`config.mk`:
```
export PLATFORM = sky130hd
export DESIGN_NAME = irq_event_hub
export DESIGN_NICKNAME = d
export VERILOG_FILES = /design/src/rtl/irq_hub_pkg.sv /design/src/rtl/irq_tick_sync.sv /design/src/rtl/irq_interval_timer.sv /design/src/rtl/irq_flag_bank.sv /design/src/rtl/irq_event_hub.sv
export SDC_FILE = /design/constraint.sdc
export NUM_CORES = 1
export LEC_CHECK = 0
export ABC_AREA = 0
export BUFFER_PORTS_ARGS = -buffer_cell sky130_fd_sc_hd__buf_4
export CAP_MARGIN = 20
export CORE_MARGIN = 4
export CORE_UTILIZATION = 27
export DETAILED_ROUTE_END_ITERATION = 10
export PLACE_DENSITY = 0.45
export REMOVE_ABC_BUFFERS = 1
export SLEW_MARGIN = 10
export SYNTH_ARGS = -nofsm -noshare
export SYNTH_HDL_FRONTEND = slang
export SYNTH_SLANG_ARGS = --single-unit
```
`constraint.sdc`:
```
create_clock -name clk -period 3.7 [get_ports clk]
set_clock_uncertainty 0.2 [all_clocks]
set_input_delay 0.37 -clock clk [delete_from_list [all_inputs] [get_ports clk]]
set_output_delay 0.37 -clock clk [all_outputs]
set_load 0.005 [all_outputs]
```
`src/rtl/irq_hub_pkg.sv`:
```
package irq_hub_pkg;

    localparam int NUM_EV  = 4;
    localparam int NUM_SRC = 3;

    localparam int EV_RX   = 0;
    localparam int EV_TX   = 1;
    localparam int EV_LINE = 2;
    localparam int EV_TMR  = 3;

    typedef logic [NUM_EV-1:0]  ev_vec_t;
    typedef logic [NUM_SRC-1:0] src_vec_t;

    typedef enum logic [1:0] {
        SEL_BASE = 2'd0,
        SEL_RXCK = 2'd1,
        SEL_TXCK = 2'd2,
        SEL_OFF  = 2'd3
    } tick_sel_e;

    typedef struct packed {
        ev_vec_t en;
        ev_vec_t flag;
    } hub_reg_t;

    function automatic ev_vec_t next_flags(input ev_vec_t cur, input logic clr,
                                           input ev_vec_t ev);
        return (clr ? '0 : cur) | ev;
    endfunction

    function automatic logic pick_tick(input src_vec_t t, input tick_sel_e s);
        case (s)
            SEL_BASE: return t[0];
            SEL_RXCK: return t[1];
            SEL_TXCK: return t[2];
            default:  return 1'b0;
        endcase
    endfunction

endpackage

```
`src/rtl/irq_tick_sync.sv`:
```
module irq_tick_sync #(
    parameter int STAGES = 2
) (
    input  logic clk,
    input  logic rst,
    input  logic raw_i,
    output logic rise_o
);
    localparam int LAST = STAGES - 1;

    logic [STAGES-1:0] chain;
    logic              prev;

    always_ff @(posedge clk) begin
        if (rst) begin
            chain <= '0;
            prev  <= 1'b0;
        end else begin
            chain <= {chain[STAGES-2:0], raw_i};
            prev  <= chain[LAST];
        end
    end

    assign rise_o = chain[LAST] & ~prev;

endmodule

```
`src/rtl/irq_interval_timer.sv`:
```
module irq_interval_timer
    import irq_hub_pkg::*;
#(
    parameter int TMR_W = 10
) (
    input  logic             clk,
    input  logic             rst,
    input  src_vec_t         rise_i,
    input  tick_sel_e        sel_i,
    input  logic             ld_i,
    input  logic [TMR_W-1:0] val_i,
    output logic             fire_o
);
    logic [TMR_W-1:0] reload_q;
    logic [TMR_W-1:0] cnt_q;
    logic             tick;

    assign tick = pick_tick(rise_i, sel_i);

    always_ff @(posedge clk) begin
        if (rst) begin
            reload_q <= '0;
            cnt_q    <= '0;
            fire_o   <= 1'b0;
        end else begin
            fire_o <= 1'b0;
            if (ld_i) begin
                reload_q <= val_i;
                cnt_q    <= val_i;
            end else if (tick) begin
                if (cnt_q == '0) begin
                    fire_o <= 1'b1;
                    cnt_q  <= reload_q;
                end else begin
                    cnt_q <= cnt_q - 1'b1;
                end
            end
        end
    end

endmodule

```
`src/rtl/irq_flag_bank.sv`:
```
module irq_flag_bank
    import irq_hub_pkg::*;
(
    input  logic     clk,
    input  logic     rst,
    input  ev_vec_t  ev_i,
    input  logic     rd_i,
    input  logic     wr_i,
    input  ev_vec_t  wr_en_i,
    output hub_reg_t reg_o,
    output logic     irq_o
);
    hub_reg_t reg_q;

    always_ff @(posedge clk) begin
        if (rst) begin
            reg_q <= '0;
        end else begin
            reg_q.flag <= next_flags(reg_q.flag, rd_i, ev_i);
            if (wr_i) begin
                reg_q.en <= wr_en_i;
            end
        end
    end

    assign reg_o = reg_q;
    assign irq_o = |(reg_q.flag & reg_q.en);

endmodule

```
`src/rtl/irq_event_hub.sv`:
```
module irq_event_hub
    import irq_hub_pkg::*;
#(
    parameter int TMR_W       = 10,
    parameter int SYNC_STAGES = 2
) (
    input  logic             clk,
    input  logic             rst,
    input  logic             ev_rx_done_i,
    input  logic             ev_tx_loaded_i,
    input  logic             ev_line_i,
    input  logic             tick_base_i,
    input  logic             rx_bitclk_i,
    input  logic             tx_bitclk_i,
    input  logic [1:0]       tmr_sel_i,
    input  logic             tmr_ld_i,
    input  logic [TMR_W-1:0] tmr_val_i,
    input  logic             reg_rd_i,
    input  logic             reg_wr_i,
    input  logic [7:0]       reg_wdata_i,
    output logic [7:0]       reg_rdata_o,
    output logic             irq_o
);
    src_vec_t raw_src;
    src_vec_t rise;
    logic     tmr_fire;
    ev_vec_t  ev_all;
    hub_reg_t view;

    assign raw_src = {tx_bitclk_i, rx_bitclk_i, tick_base_i};

    for (genvar g = 0; g < NUM_SRC; g++) begin : g_sync
        irq_tick_sync #(.STAGES(SYNC_STAGES)) u_sync (
            .clk    (clk),
            .rst    (rst),
            .raw_i  (raw_src[g]),
            .rise_o (rise[g])
        );
    end

    irq_interval_timer #(.TMR_W(TMR_W)) u_tmr (
        .clk    (clk),
        .rst    (rst),
        .rise_i (rise),
        .sel_i  (tick_sel_e'(tmr_sel_i)),
        .ld_i   (tmr_ld_i),
        .val_i  (tmr_val_i),
        .fire_o (tmr_fire)
    );

    always_comb begin
        ev_all          = '0;
        ev_all[EV_RX]   = ev_rx_done_i;
        ev_all[EV_TX]   = ev_tx_loaded_i;
        ev_all[EV_LINE] = ev_line_i;
        ev_all[EV_TMR]  = tmr_fire;
    end

    irq_flag_bank u_bank (
        .clk     (clk),
        .rst     (rst),
        .ev_i    (ev_all),
        .rd_i    (reg_rd_i),
        .wr_i    (reg_wr_i),
        .wr_en_i (reg_wdata_i[7:4]),
        .reg_o   (view),
        .irq_o   (irq_o)
    );

    assign reg_rdata_o = view;

endmodule

```
=== Word-level counts from Yosys, hierarchy flattened ===
Index checks and enable logic that the tools add are counted.

* Bits in latches: 0
* Register bits: 38
* RAM bits: 0
* Logic and storage cells: 34
* Input bits: 31
* ROM bits: 0
* Memories kept: 0

* Divide/modulo/power cells: 0
* Reduce and logical (&&, ||, !) cells: 5
* Bitwise operators: 9
* Multiplexer cells: 6
* Add/sub/neg operators: 1
* Equality and inequality tests: 2
* Magnitude comparators: 0
* Multiply operators: 0
* Shift-type cells: 0

{| class="wikitable"
|+ Operators with widths
! operator !! count
|-
| $mux W10 || 3
|-
| $logic_not A10 Y1 || 1
|-
| $sub A10 B1 Y10 const B || 1
|-
| $and A4 B4 Y4 || 1
|-
| $mux W4 || 1
|-
| $not A1 Y1 || 4
|-
| $or A4 B4 Y4 || 1
|-
| $reduce_or A4 Y1 || 1
|-
| $and A1 B1 Y1 || 3
|-
| $pmux W1 S3 || 1
|-
| $reduce_or A3 Y1 || 1
|-
| $eq A2 B1 Y1 const B || 1
|-
| $eq A2 B2 Y1 const B || 1
|-
| $logic_not A2 Y1 || 1
|-
| $reduce_bool A2 Y1 || 1
|-
| $mux W1 || 1
|}

=== Depth between registers and ports, before layout ===
Gate-level depths: netlist of the first run.

* Depth in word-level cells: 5
* Mapped depth: 8
* Gate-level depth less buffers: 7

=== By module ===
A second synthesis of the first run with hierarchy kept.

* Cells, all modules: 178
* Area total of the unflattened synthesis: 1665.3 µm²

{| class="wikitable"
|+ By module, submodules not included
! module !! cells an instance !! sequential area each (µm²) !! instances !! area each (µm²)
|-
| irq_interval_timer || 124 || 420.4 || 1 || 1092.3
|-
| irq_flag_bank || 33 || 160.2 || 1 || 310.3
|-
| irq_tick_sync || 7 || 60.1 || 3 || 87.6
|}

=== Worst setup path before layout of the first run ===
No wires, ideal clock.

* Kind: register to register
* From: register u_tmr.cnt_q[0]
* To: register u_tmr.cnt_q[8]
* Library setup time: 0.075 ns
* Path slack: 1.583 ns
* Data required time: 3.425 ns
* Arrival: 1.842 ns
* Stages on the path, launching flop included: 8
* Cells stage by stage: dfxtp_1 inv_1 ha_1 or4b_2 nor4_1 xor2_1 o2111ai_1 a31oi_1

* Word-level cells in the longest chain between the ends: 4
* Elaborated cells on any way between the ends: 5

{| class="wikitable"
|+ Ends and longest elaborated chain
! what !! line !! text
|-
| start: declaration || irq_interval_timer.sv:15 || <nowiki>logic [TMR_W-1:0] cnt_q;</nowiki>
|-
| start signal: assignment || irq_interval_timer.sv:29 || <nowiki>cnt_q <= val_i;</nowiki>
|-
| start signal: assignment || irq_interval_timer.sv:33 || <nowiki>cnt_q <= reload_q;</nowiki>
|-
| start signal: assignment || irq_interval_timer.sv:35 || <nowiki>cnt_q <= cnt_q - 1'b1;</nowiki>
|-
| $sub A10 B1 Y10 / $logic_not A10 Y1 (equally long branches) || irq_interval_timer.sv:35, irq_interval_timer.sv:31 ||
|-
| $mux W10 * || irq_interval_timer.sv:31 || <nowiki>if (cnt_q == '0) begin</nowiki>
|-
| $mux W10 * || irq_interval_timer.sv:30 || <nowiki>end else if (tick) begin</nowiki>
|-
| $mux W10 * || irq_interval_timer.sv:27 || <nowiki>if (ld_i) begin</nowiki>
|}

Every way passes the cells marked *; elsewhere a longest branch is shown, timed or not. The select of a mux whose other input is x is not followed.
A chain may end at the register's enable or synchronous reset.

=== Final worst setup path of the first run ===
* From: register u_tmr.cnt_q[0]
* To: register u_tmr.cnt_q[5]

The elaborated chain is that of the path after synthesis.

==> flow_summary_export.csv, run 1 <==
group,metric,value,unit
clocking,cts_buffer_depth,2,
routing,drtIter0Drc,57,
final_layout,fin_nets,247,
yosys,yosys.cell_types.count,39,
yosys,syn-cell-area,1630,um2
sta,rsz0062_at_grt,"no",
worst_hold_path,hold_path_class,"primary input to flop",
placed_design,place_ws,1.29,ns
sta,fmax,410,MHz
yosys,synth.most_common_cell,"dfxtp_1",
final_layout,final_area,2030,um2
global_routing,grt_pass1_wl,6220,um
global_routing,globalRouteTotalUtil,10.6,%
power_and_ir_drop,p_leak,0.852,nW
floorplan,die_h,85.6,um
clocking,clk_latency,0.29,ns
flow_run,maxCapViolCount,0,
clocking,holdBufCountCts,0,
critical_path,worstSetupStartpoint,"u_tmr.cnt_q[0]$_SDFFE_PP0P_",
sta,relSlewSlack,63.4,%
sta,period_needed,2.44,ns
clocking,cts_resized,0,
sta,fin_tns_setup,0,ns
routing,ant_nets,0,
critical_path,cp.required,3.69,ns
worst_hold_path,worstHoldStart,"rx_bitclk_i",
final_layout,post-route-util,34.5,%
power_and_ir_drop,power_density,436,nW/um2
global_routing,grt_pass1_vias,1330,
routing,avgRoutedWirePerCell,12.8,um
clocking,cts.sinks,38,
floorplan,die-width,85.6,um
critical_path,startpoint_type,"flop",
status,status,"complete, no violations",
global_routing,antenna_found_initial,0,
clocking,postCtsSetupBuffers,0,
routing,drc_errors,0,
critical_path,worst-path-buf-inv,1,
global_routing,use_met3,2.50,%
critical_path,endpoint_kind,"flop",
floorplan,row_count,28,
yosys,synth-edff-count,0,
final_layout,drive_above_1_share,21.8,%
yosys,yosys.area.top_type,"dfxtp_1",
critical_path,crit_family,"simple AND/OR/NAND/NOR gates",
routing,route.vias.total,1371,
placed_design,port_buffers,35,
yosys,ys_top_cells_by_count,"38 x dfxtp_1, 24 x nor2_1, 18 x a21oi_1",
global_routing,grt.busiest_layer,"met2",
critical_path,r2r-start,"u_tmr.cnt_q[0]$_SDFFE_PP0P_",
final_layout,syn2layout_area_growth,24.9,%
floorplan,io_pins,40,
placed_design,gp_congestion,0.697,
clocking,cts_tree,"built",
clocking,h-tree-depth,2,
clocking,clockRootBuffer,"clkbuf_8",
floorplan,die_area,7340,um2
global_routing,gr-usage-met2,18.4,%
critical_path,crit_fanout,13,
power_and_ir_drop,ir_drop,0.151,mV
floorplan,initial_core_util,27.7,%
global_routing,grt-ovfl-total,0,
sta,whs,0.0842,ns
placed_design,place.detailed.hpwl,2510,um
global_routing,met1_usage,12.6,%
critical_path,cp_cell_sequence,"inv_1 -> ha_1 -> nor4b_1 -> nand3_1 -> a211o_1 -> a221oi_1",
routing,detail_route.first_pass.iterations,4,
yosys,synth_ff_type,"dfxtp_1",
sta,drv_slew,0,
sta,worst_slack,1.26,ns
sta,hold_viol,0,
routing,via_per_inst,4.71,
yosys,yosysTopAreaCellShare,46.7,%
floorplan,core-area,5890,um2
clocking,cts_buffers,5,
yosys,yosysWarnings,0,
critical_path,critical_path_class,"flop to flop",
yosys,synth.avg_cell_area,8.80,um2
clocking,cts.clk_slew.worst_paths,0.08,ns
final_layout,n_antenna_cell,0,
yosys,async_flop_share,0,%
global_routing,grt_max_degree,40,
routing,routed_wl,3730,um
yosys,seq_area_frac_synth,46.7,%
yosys,synth_area_leaders,"dfxtp_1 47%, mux2i_1 6.1%, a21oi_1 5.5%",
yosys,synth_seq_cells,38,
placed_design,placed_area,1940,um2
critical_path,arrival,2.43,ns
yosys,syn_inst,185,
sta,tightest_slew,0.547,ns
sta,finalSetupViolCount,0,
critical_path,max_stage_delay,0.48,ns
critical_path,crit_slowest_cell,"nand3_1",
sta,fin_crit_sh,66.0,%
==> kinds of logic after synthesis <==
family | count (synthesis) | synth area share [%]
AND/OR/NAND/NOR | 64 | 20.0
XOR/XNOR | 3 | 1.61
multiplexers | 10 | 6.15
flip-flops | 38 | 46.7
AO/OA/AOI/OAI | 45 | 19.1
adder cells (fa/ha/maj) | 1 | 0.769
buffers and inverters | 24 | 5.61
==> cell type report <==
| type | instances | area (um2) |
|---|---|---|
| Fill cell | 642 | 3850 |
| Inverter | 12 | 45.0 |
| Timing Repair Buffer | 35 | 263 |
| Clock buffer | 6 | 82.6 |
| Tap cell | 75 | 93.8 |
| Sequential cell | 38 | 761 |
| Clock inverter | 2 | 12.5 |
| Multi-Input combinational cell | 123 | 776 |
==> power by group <==
part / leakage, nW / internal [mW] / switching (mW)
sequential: 0.314 / 0.433 / 0.0217
clock: 0.0472 / 0.150 / 0.146
combinational: 0.491 / 0.0677 / 0.0688
total: 0.852 / 0.650 / 0.236
==> per-stage QoR <==
step	power, mW	cells
after floorplan	0.538	173
final	0.886	291
after CTS	0.905	291
after global placement	0.601	283
after global routing	0.937	291
after detailed placement	0.602	283
==> registers in the layout (all words and copies together), names as in the netlist <==
register	cells
u_tmr.fire_o	1
u_tmr.reload_q	10
u_bank.reg_o	8
u_tmr.cnt_q	10
g_sync.u_sync.chain	6
g_sync.u_sync.prev	3
==> cell usage in the layout, fill, tap and decap left out, types with 2 or more instances in the layout <==
| master | count |
|---|---|
| nand2b_1 | 2 |
| inv_1 | 11 |
| a211o_1 | 2 |
| a21oi_1 | 18 |
| a221oi_1 | 4 |
| nor2_1 | 24 |
| o211ai_1 | 3 |
| nor4_1 | 2 |
| nor2b_1 | 8 |
| nor3_1 | 2 |
| clkbuf_8 | 6 |
| o31ai_1 | 5 |
| buf_4 | 35 |
| nand2_1 | 14 |
| a22oi_1 | 3 |
| dfxtp_1 | 38 |
| xnor2_1 | 2 |
| mux2i_1 | 10 |
| nand3_1 | 5 |
| o21ai_0 | 2 |
==> metal layers <==
| metal | vias to the layer above | wire length (um) |
|---|---|---|
| met5 | - | 0 |
| met4 | 0 | 61 |
| met3 | 4 | 138 |
| met2 | 21 | 1790 |
| met1 | 629 | 1750 |
| li1 | 717 | - |
==> path summary, 6_finish.rpt <==
| path | cells after the start | endpoint | slack [ns] |
|---|---|---|---|
| setup / recovery | 6 | u_tmr.cnt_q[5]$_SDFFE_PP0P_ | 1.26 |
| hold / removal | 2 | g_sync[1].u_sync.chain[0]$_SDFF_PP0_ | 0.08 |
| setup reg to reg | 6 | u_tmr.cnt_q[5]$_SDFFE_PP0P_ | 1.26 |
| hold reg to reg | 1 | g_sync[0].u_sync.chain[1]$_SDFF_PP0_ | 0.24 |
==> worst register-to-register path: cells and delay by family, from the launching register on <==
family | cells | cell delay, ns
compound gates | 2 | 0.64
fa+ha+maj | 1 | 0.26
buf+inv | 1 | 0.07
flops | 1 | 0.36
simple gates | 2 | 0.82
(Power assumes the default switching activity.)
==> run 2: changes to the inputs <==
- PLACE_DENSITY: 0.45 -> 0.47
- clock period: 3.7 -> 2 ns (I/O delays scaled with it)
==> run 2 against run 1 <==
Against the previous run:
- the flow now finishes with violations (setup timing)
- worst hold slack worse by 0.077 ns
- non-clock buffer count up 37
- register-to-register slack worse by 1.4 ns
- global-route usage up 1.0 points
- largest cell class unchanged
==> flow_summary_export.csv, run 2 (same netlist as run 1, synthesis figures left out) <==
group,metric,value,unit
sta,finalSetupViolCount,3,
floorplan,row_count,28,
global_routing,grt_max_degree,40,
global_routing,grt_pass1_vias,1478,
critical_path,crit_slowest_cell,"or4_4",
floorplan,io_pins,40,
global_routing,antenna_found_initial,0,
critical_path,startpoint_type,"flop",
power_and_ir_drop,p_leak,1.04,nW
critical_path,worst-path-buf-inv,1,
routing,detail_route.first_pass.iterations,4,
sta,fin_crit_sh,105,%
critical_path,arrival,2.11,ns
routing,route.vias.total,1494,
critical_path,max_stage_delay,0.56,ns
critical_path,rrSetupSlack,-0.10,ns
clocking,h-tree-depth,2,
status,status,"complete, but fails checks",
routing,via_per_inst,4.55,
floorplan,die-width,85.6,um
placed_design,gp_congestion,0.736,
sta,tightest_slew,0.414,ns
sta,drv_slew,0,
sta,whs,0.00696,ns
final_layout,fin_nets,284,
placed_design,placed_area,2070,um2
placed_design,post-place-cells,301,
critical_path,endpoint_kind,"flop",
routing,drc_errors,0,
sta,hold_viol,0,
final_layout,drive_above_1_share,30.0,%
worst_hold_path,hold_path_class,"primary input to flop",
flow_run,maxCapViolCount,0,
clocking,cts_buffer_depth,2,
critical_path,critical_path_class,"flop to flop",
clocking,cts_tree,"built",
critical_path,crit_fanout,3,
sta,relSlewSlack,72.4,%
sta,period_needed,2.10,ns
critical_path,cp.required,2.01,ns
floorplan,core-area,5890,um2
floorplan,die_h,85.6,um
sta,fmax,476,MHz
routing,routed_wl,3920,um
clocking,clockRootBuffer,"clkbuf_8",
clocking,cts.sinks,38,
worst_hold_path,min_path_cells,3,
worst_hold_path,worstHoldStart,"reg_wr_i",
floorplan,die_area,7340,um2
clocking,cts.clk_slew.worst_paths,0.08,ns
final_layout,instances_no_fill,328,
routing,ant_nets,0,
clocking,cts_buffers,5,
global_routing,globalRouteTotalUtil,11.6,%
power_and_ir_drop,ir_drop,0.239,mV
final_layout,syn2layout_area_growth,48.2,%
clocking,clk_latency,0.29,ns
routing,avgRoutedWirePerCell,11.9,um
final_layout,mostFrequentLayoutCells,"53 x buf_4, 37 x dfxtp_1, 22 x nor2_1",
worst_hold_path,holdPathEnd,"u_bank.reg_o[5]$_SDFFE_PP0P_",
critical_path,reg2reg_to,"u_tmr.cnt_q[7]$_SDFFE_PP0P_",
final_layout,final_area,2410,um2
critical_path,r2r-start,"u_tmr.cnt_q[0]$_SDFFE_PP0P_",
critical_path,r2r_cells,6,
power_and_ir_drop,power_density,724,nW/um2
status,violations,"setup timing",
global_routing,grt-ovfl-total,0,
power_and_ir_drop,power,1.75,mW
routing,drtIter0Drc,35,
final_layout,final_common_cell,"buf_4",
sta,fin_tns_setup,-0.161,ns
critical_path,cp_cell_sequence,"buf_6 -> or4_4 -> nor4_4 -> xnor2_1 -> a211o_1 -> a221oi_2",
final_layout,n_antenna_cell,0,
placed_design,port_buffers,35,
critical_path,crit_family,"simple AND/OR/NAND/NOR gates",
floorplan,initial_core_util,27.7,%
sta,worst_slack,-0.103,ns
sta,rsz0062_at_grt,"yes",
final_layout,post-route-util,41.0,%
global_routing,grt_pass1_wl,6890,um
placed_design,place_ws,-0.158,ns
placed_design,place.detailed.hpwl,2660,um
==> run 2: worst max path at each step <==
| stage | start | endpoint | cells after the start |
|---|---|---|---|
| 6_report | u_tmr.cnt_q[0]$_SDFFE_PP0P_ | u_tmr.cnt_q[7]$_SDFFE_PP0P_ | 6 |
| 5_1_grt | u_tmr.cnt_q[0]$_SDFFE_PP0P_ | u_tmr.cnt_q[7]$_SDFFE_PP0P_ | 6 |
| 4_1_cts | u_tmr.cnt_q[0]$_SDFFE_PP0P_ | u_tmr.cnt_q[7]$_SDFFE_PP0P_ | 6 |
| 3_5_place_dp | u_tmr.cnt_q[0]$_SDFFE_PP0P_ | u_tmr.cnt_q[8]$_SDFFE_PP0P_ | 7 |
| 3_3_place_gp | u_tmr.cnt_q[0]$_SDFFE_PP0P_ | u_tmr.cnt_q[8]$_SDFFE_PP0P_ | 7 |
| 2_1_floorplan | u_tmr.cnt_q[0]$_SDFFE_PP0P_ | u_tmr.cnt_q[8]$_SDFFE_PP0P_ | 7 |
==> run 2: worst min-delay path, delay by kind of cell <==
kind	cells	cell delay, ns
buffers and inverters	1	0.12
AND/OR/NAND/NOR	1	0.07
multiplexers	1	0.07
==> run 2: report_power, final <==
group	leakage [nW]	internal, mW	switching [mW]
clock	0.0472	0.277	0.272
sequential	0.314	0.801	0.0340
combinational	0.676	0.204	0.159
==> run 2: metal layers <==
metal  track usage [%]  vias up  wire length, um
met1              14.6      674             1880
li1                  -      785                -
met2              19.6       30             1810
met4              3.88        0               65
met3              2.79        5              165
met5                 0        -                0
==> run 2: what timing repair did <==
item / CTS / global route
hold buffers: 17 / 0
gates resized for setup: 6 / 9
setup endpoints to repair: 9 / 9
endpoints found under the hold margin: 23 / 0
buffers inserted: 1 / 1
pin swaps: 3 / 2
==> run 2: final cells by class <==
| class | instances | area (um2) |
|---|---|---|
| Clock buffer | 6 | 82.6 |
| Clock inverter | 2 | 12.5 |
| Fill cell | 621 | 3470 |
| Inverter | 12 | 45.0 |
| Multi-Input combinational cell | 123 | 826 |
| Sequential cell | 38 | 762 |
| Tap cell | 75 | 93.8 |
| Timing Repair Buffer | 72 | 591 |
==> run 3: changes to the inputs <==
- REMOVE_ABC_BUFFERS: 1 -> default
==> run 3 against run 2 <==
Against the previous run:
- the flow finishes with violations (hold timing, setup timing)
- register-to-register slack improved by 0.04 ns
- clock power up 3%
- utilization is 0.26 points higher
- via count is 3.0% higher
- sequential power hardly changed
- final cell count unchanged
- first-iteration DRC count up 110%
- largest cell class unchanged
- final area rose by 0.62%
- worst hold slack lost 0.0083 ns
==> flow_summary_export.csv, run 3 (same netlist as run 1, synthesis figures left out) <==
group,metric,value,unit
critical_path,cp.required,2.01,ns
sta,relSlewSlack,70.2,%
critical_path,endpoint_kind,"flop",
final_layout,post-route-util,41.2,%
critical_path,crit_slowest_cell,"or4_4",
final_layout,mostFrequentLayoutCells,"53 x buf_4, 36 x dfxtp_1, 24 x nor2_1",
critical_path,r2r_cells,5,
critical_path,rrSetupSlack,-0.07,ns
power_and_ir_drop,p_sw,0.491,mW
critical_path,cp_cell_sequence,"or4_4 -> nor4_4 -> xnor2_1 -> a211o_1 -> a221oi_2",
placed_design,place.detailed.hpwl,2810,um
floorplan,io_pins,40,
critical_path,crit_family,"simple AND/OR/NAND/NOR gates",
clocking,cts_buffers,5,
critical_path,startpoint_type,"flop",
power_and_ir_drop,switching_share,27.8,%
critical_path,critical_path_class,"flop to flop",
floorplan,die_h,85.6,um
routing,drc_errors,0,
routing,ant_nets,0,
sta,hold_viol,1,
sta,worst_slack,-0.0665,ns
critical_path,arrival,2.08,ns
global_routing,met1_usage,15.0,%
clocking,cts.sinks,38,
critical_path,reg2reg_to,"u_tmr.cnt_q[7]$_SDFFE_PP0P_",
placed_design,port_buffers,35,
final_layout,final_common_cell,"buf_4",
clocking,cts_buffer_depth,2,
floorplan,row_count,28,
status,violations,"hold timing, setup timing",
global_routing,gr-usage-met2,19.6,%
routing,via_per_inst,4.69,
flow_run,maxCapViolCount,0,
status,status,"complete, but fails checks",
power_and_ir_drop,power_density,727,nW/um2
routing,routed_wl,4350,um
sta,fmax,484,MHz
yosys,synth_fp_nets,217,
worst_hold_path,holdPathEnd,"u_tmr.reload_q[2]$_SDFFE_PP0P_",
global_routing,grt_max_degree,40,
power_and_ir_drop,p_comb_share,20.6,%
power_and_ir_drop,sequentialPowerShare,47.2,%
power_and_ir_drop,p_leak,1.03,nW
clocking,cts_tree,"built",
clocking,clockRootBuffer,"clkbuf_8",
routing,avgRoutedWirePerCell,13.3,um
floorplan,die_area,7340,um2
floorplan,die-width,85.6,um
floorplan,initial_core_util,27.7,%
final_layout,fin_nets,284,
clocking,cts.clk_slew.worst_paths,0.08,ns
routing,drtIter0Drc,74,
sta,period_needed,2.07,ns
worst_hold_path,hold_path_class,"primary input to flop",
routing,route.vias.total,1539,
global_routing,grt-ovfl-total,0,
final_layout,instances_no_fill,328,
sta,tightest_slew,0.447,ns
worst_hold_path,worstHoldStart,"tmr_val_i[2]",
sta,finalSetupViolCount,1,
clocking,clk_latency,0.30,ns
critical_path,crit_fanout,4,
clocking,h-tree-depth,2,
sta,fin_tns_setup,-0.0665,ns
global_routing,grt.busiest_layer,"met2",
sta,drv_slew,0,
floorplan,core-area,5890,um2
routing,detail_route.first_pass.iterations,3,
final_layout,n_antenna_cell,0,
placed_design,gp_congestion,0.760,
power_and_ir_drop,p_int,1.28,mW
power_and_ir_drop,ir_drop,0.265,mV
global_routing,antenna_found_initial,0,
global_routing,grt_pass1_wl,7040,um
critical_path,max_stage_delay,0.57,ns
sta,fin_crit_sh,103,%
global_routing,grt_pass1_vias,1461,
placed_design,post-place-cells,301,
critical_path,worstSetupStartpoint,"u_tmr.cnt_q[0]$_SDFFE_PP0P_",
power_and_ir_drop,power,1.77,mW
final_layout,syn2layout_area_growth,49.1,%
critical_path,worst-path-buf-inv,0,
critical_path,r2r-start,"u_tmr.cnt_q[0]$_SDFFE_PP0P_",
power_and_ir_drop,pwr-share-clk,32.1,%
worst_hold_path,min_path_cells,3,
sta,rsz0062_at_grt,"yes",
final_layout,drive_above_1_share,30.4,%
global_routing,globalRouteTotalUtil,12.2,%
global_routing,use_met3,2.98,%
sta,whs,-0.00139,ns
## run 3: metal layers
metal  vias to the layer above  wire (um)  part of all wire, %
met5                         -          0                    0
met4                         0        122                  2.8
met3                        10        159                  3.7
met2                        23       2070                   47
met1                       722       2000                   46
li1                        784          -                    -
## run 3: worst max-delay path by stage
stage | endpoint | cells after the start | slack [ns]
CTS | u_tmr.cnt_q[7]$_SDFFE_PP0P_ | 5 | -0.08
global placement | u_tmr.cnt_q[8]$_SDFFE_PP0P_ | 7 | -0.03
floorplan | u_tmr.cnt_q[8]$_SDFFE_PP0P_ | 7 | 0.004
finish | u_tmr.cnt_q[7]$_SDFFE_PP0P_ | 5 | -0.07
detailed placement | u_tmr.cnt_q[7]$_SDFFE_PP0P_ | 5 | -0.06
global route | u_tmr.cnt_q[7]$_SDFFE_PP0P_ | 5 | -0.12
## run 3: stage by stage
step           hold slack [ns]  cell area [um2]  setup WS, ns
6_report              -0.00139             2430       -0.0665
5_1_grt                 0.0124             2430        -0.123
3_5_place_dp             0.213             2100       -0.0565
2_1_floorplan            0.117             1660       0.00367
3_3_place_gp             0.206             2100       -0.0271
4_1_cts               0.000601             2390       -0.0824
## run 3: area by class of cell
cell class / instances / area, um2
clock buffers: 6 / 82.6
clock inverters: 2 / 12.5
fillers: 608 / 3460
inverters: 12 / 45.0
multi-input cells: 123 / 842
flip-flops and latches: 38 / 763
well taps: 75 / 93.8
repair buffers: 72 / 588
## run 3: power by group through the flow
stage	registers, mW	logic [mW]	clock network [mW]
after floorplan	0.848	0.184	0
after global placement	0.849	0.328	0
after detailed placement	0.848	0.327	0
after CTS	0.832	0.359	0.587
after global routing	0.841	0.401	0.615
final	0.834	0.364	0.568
## run 3: what timing repair did
action | 4_1_cts | 5_1_grt
hold buffers | 19 | 0
endpoints found under the setup margin | 5 | 9
pin swaps | 3 | 2
gates resized for setup | 3 | 8
hold endpoints to repair | 27 | 0
buffers inserted | 0 | 0
## run 3: worst min-delay path: stages
cell and delay (ns):
buf_4 0.08, nand2_1 0.07, a21oi_1 0.11
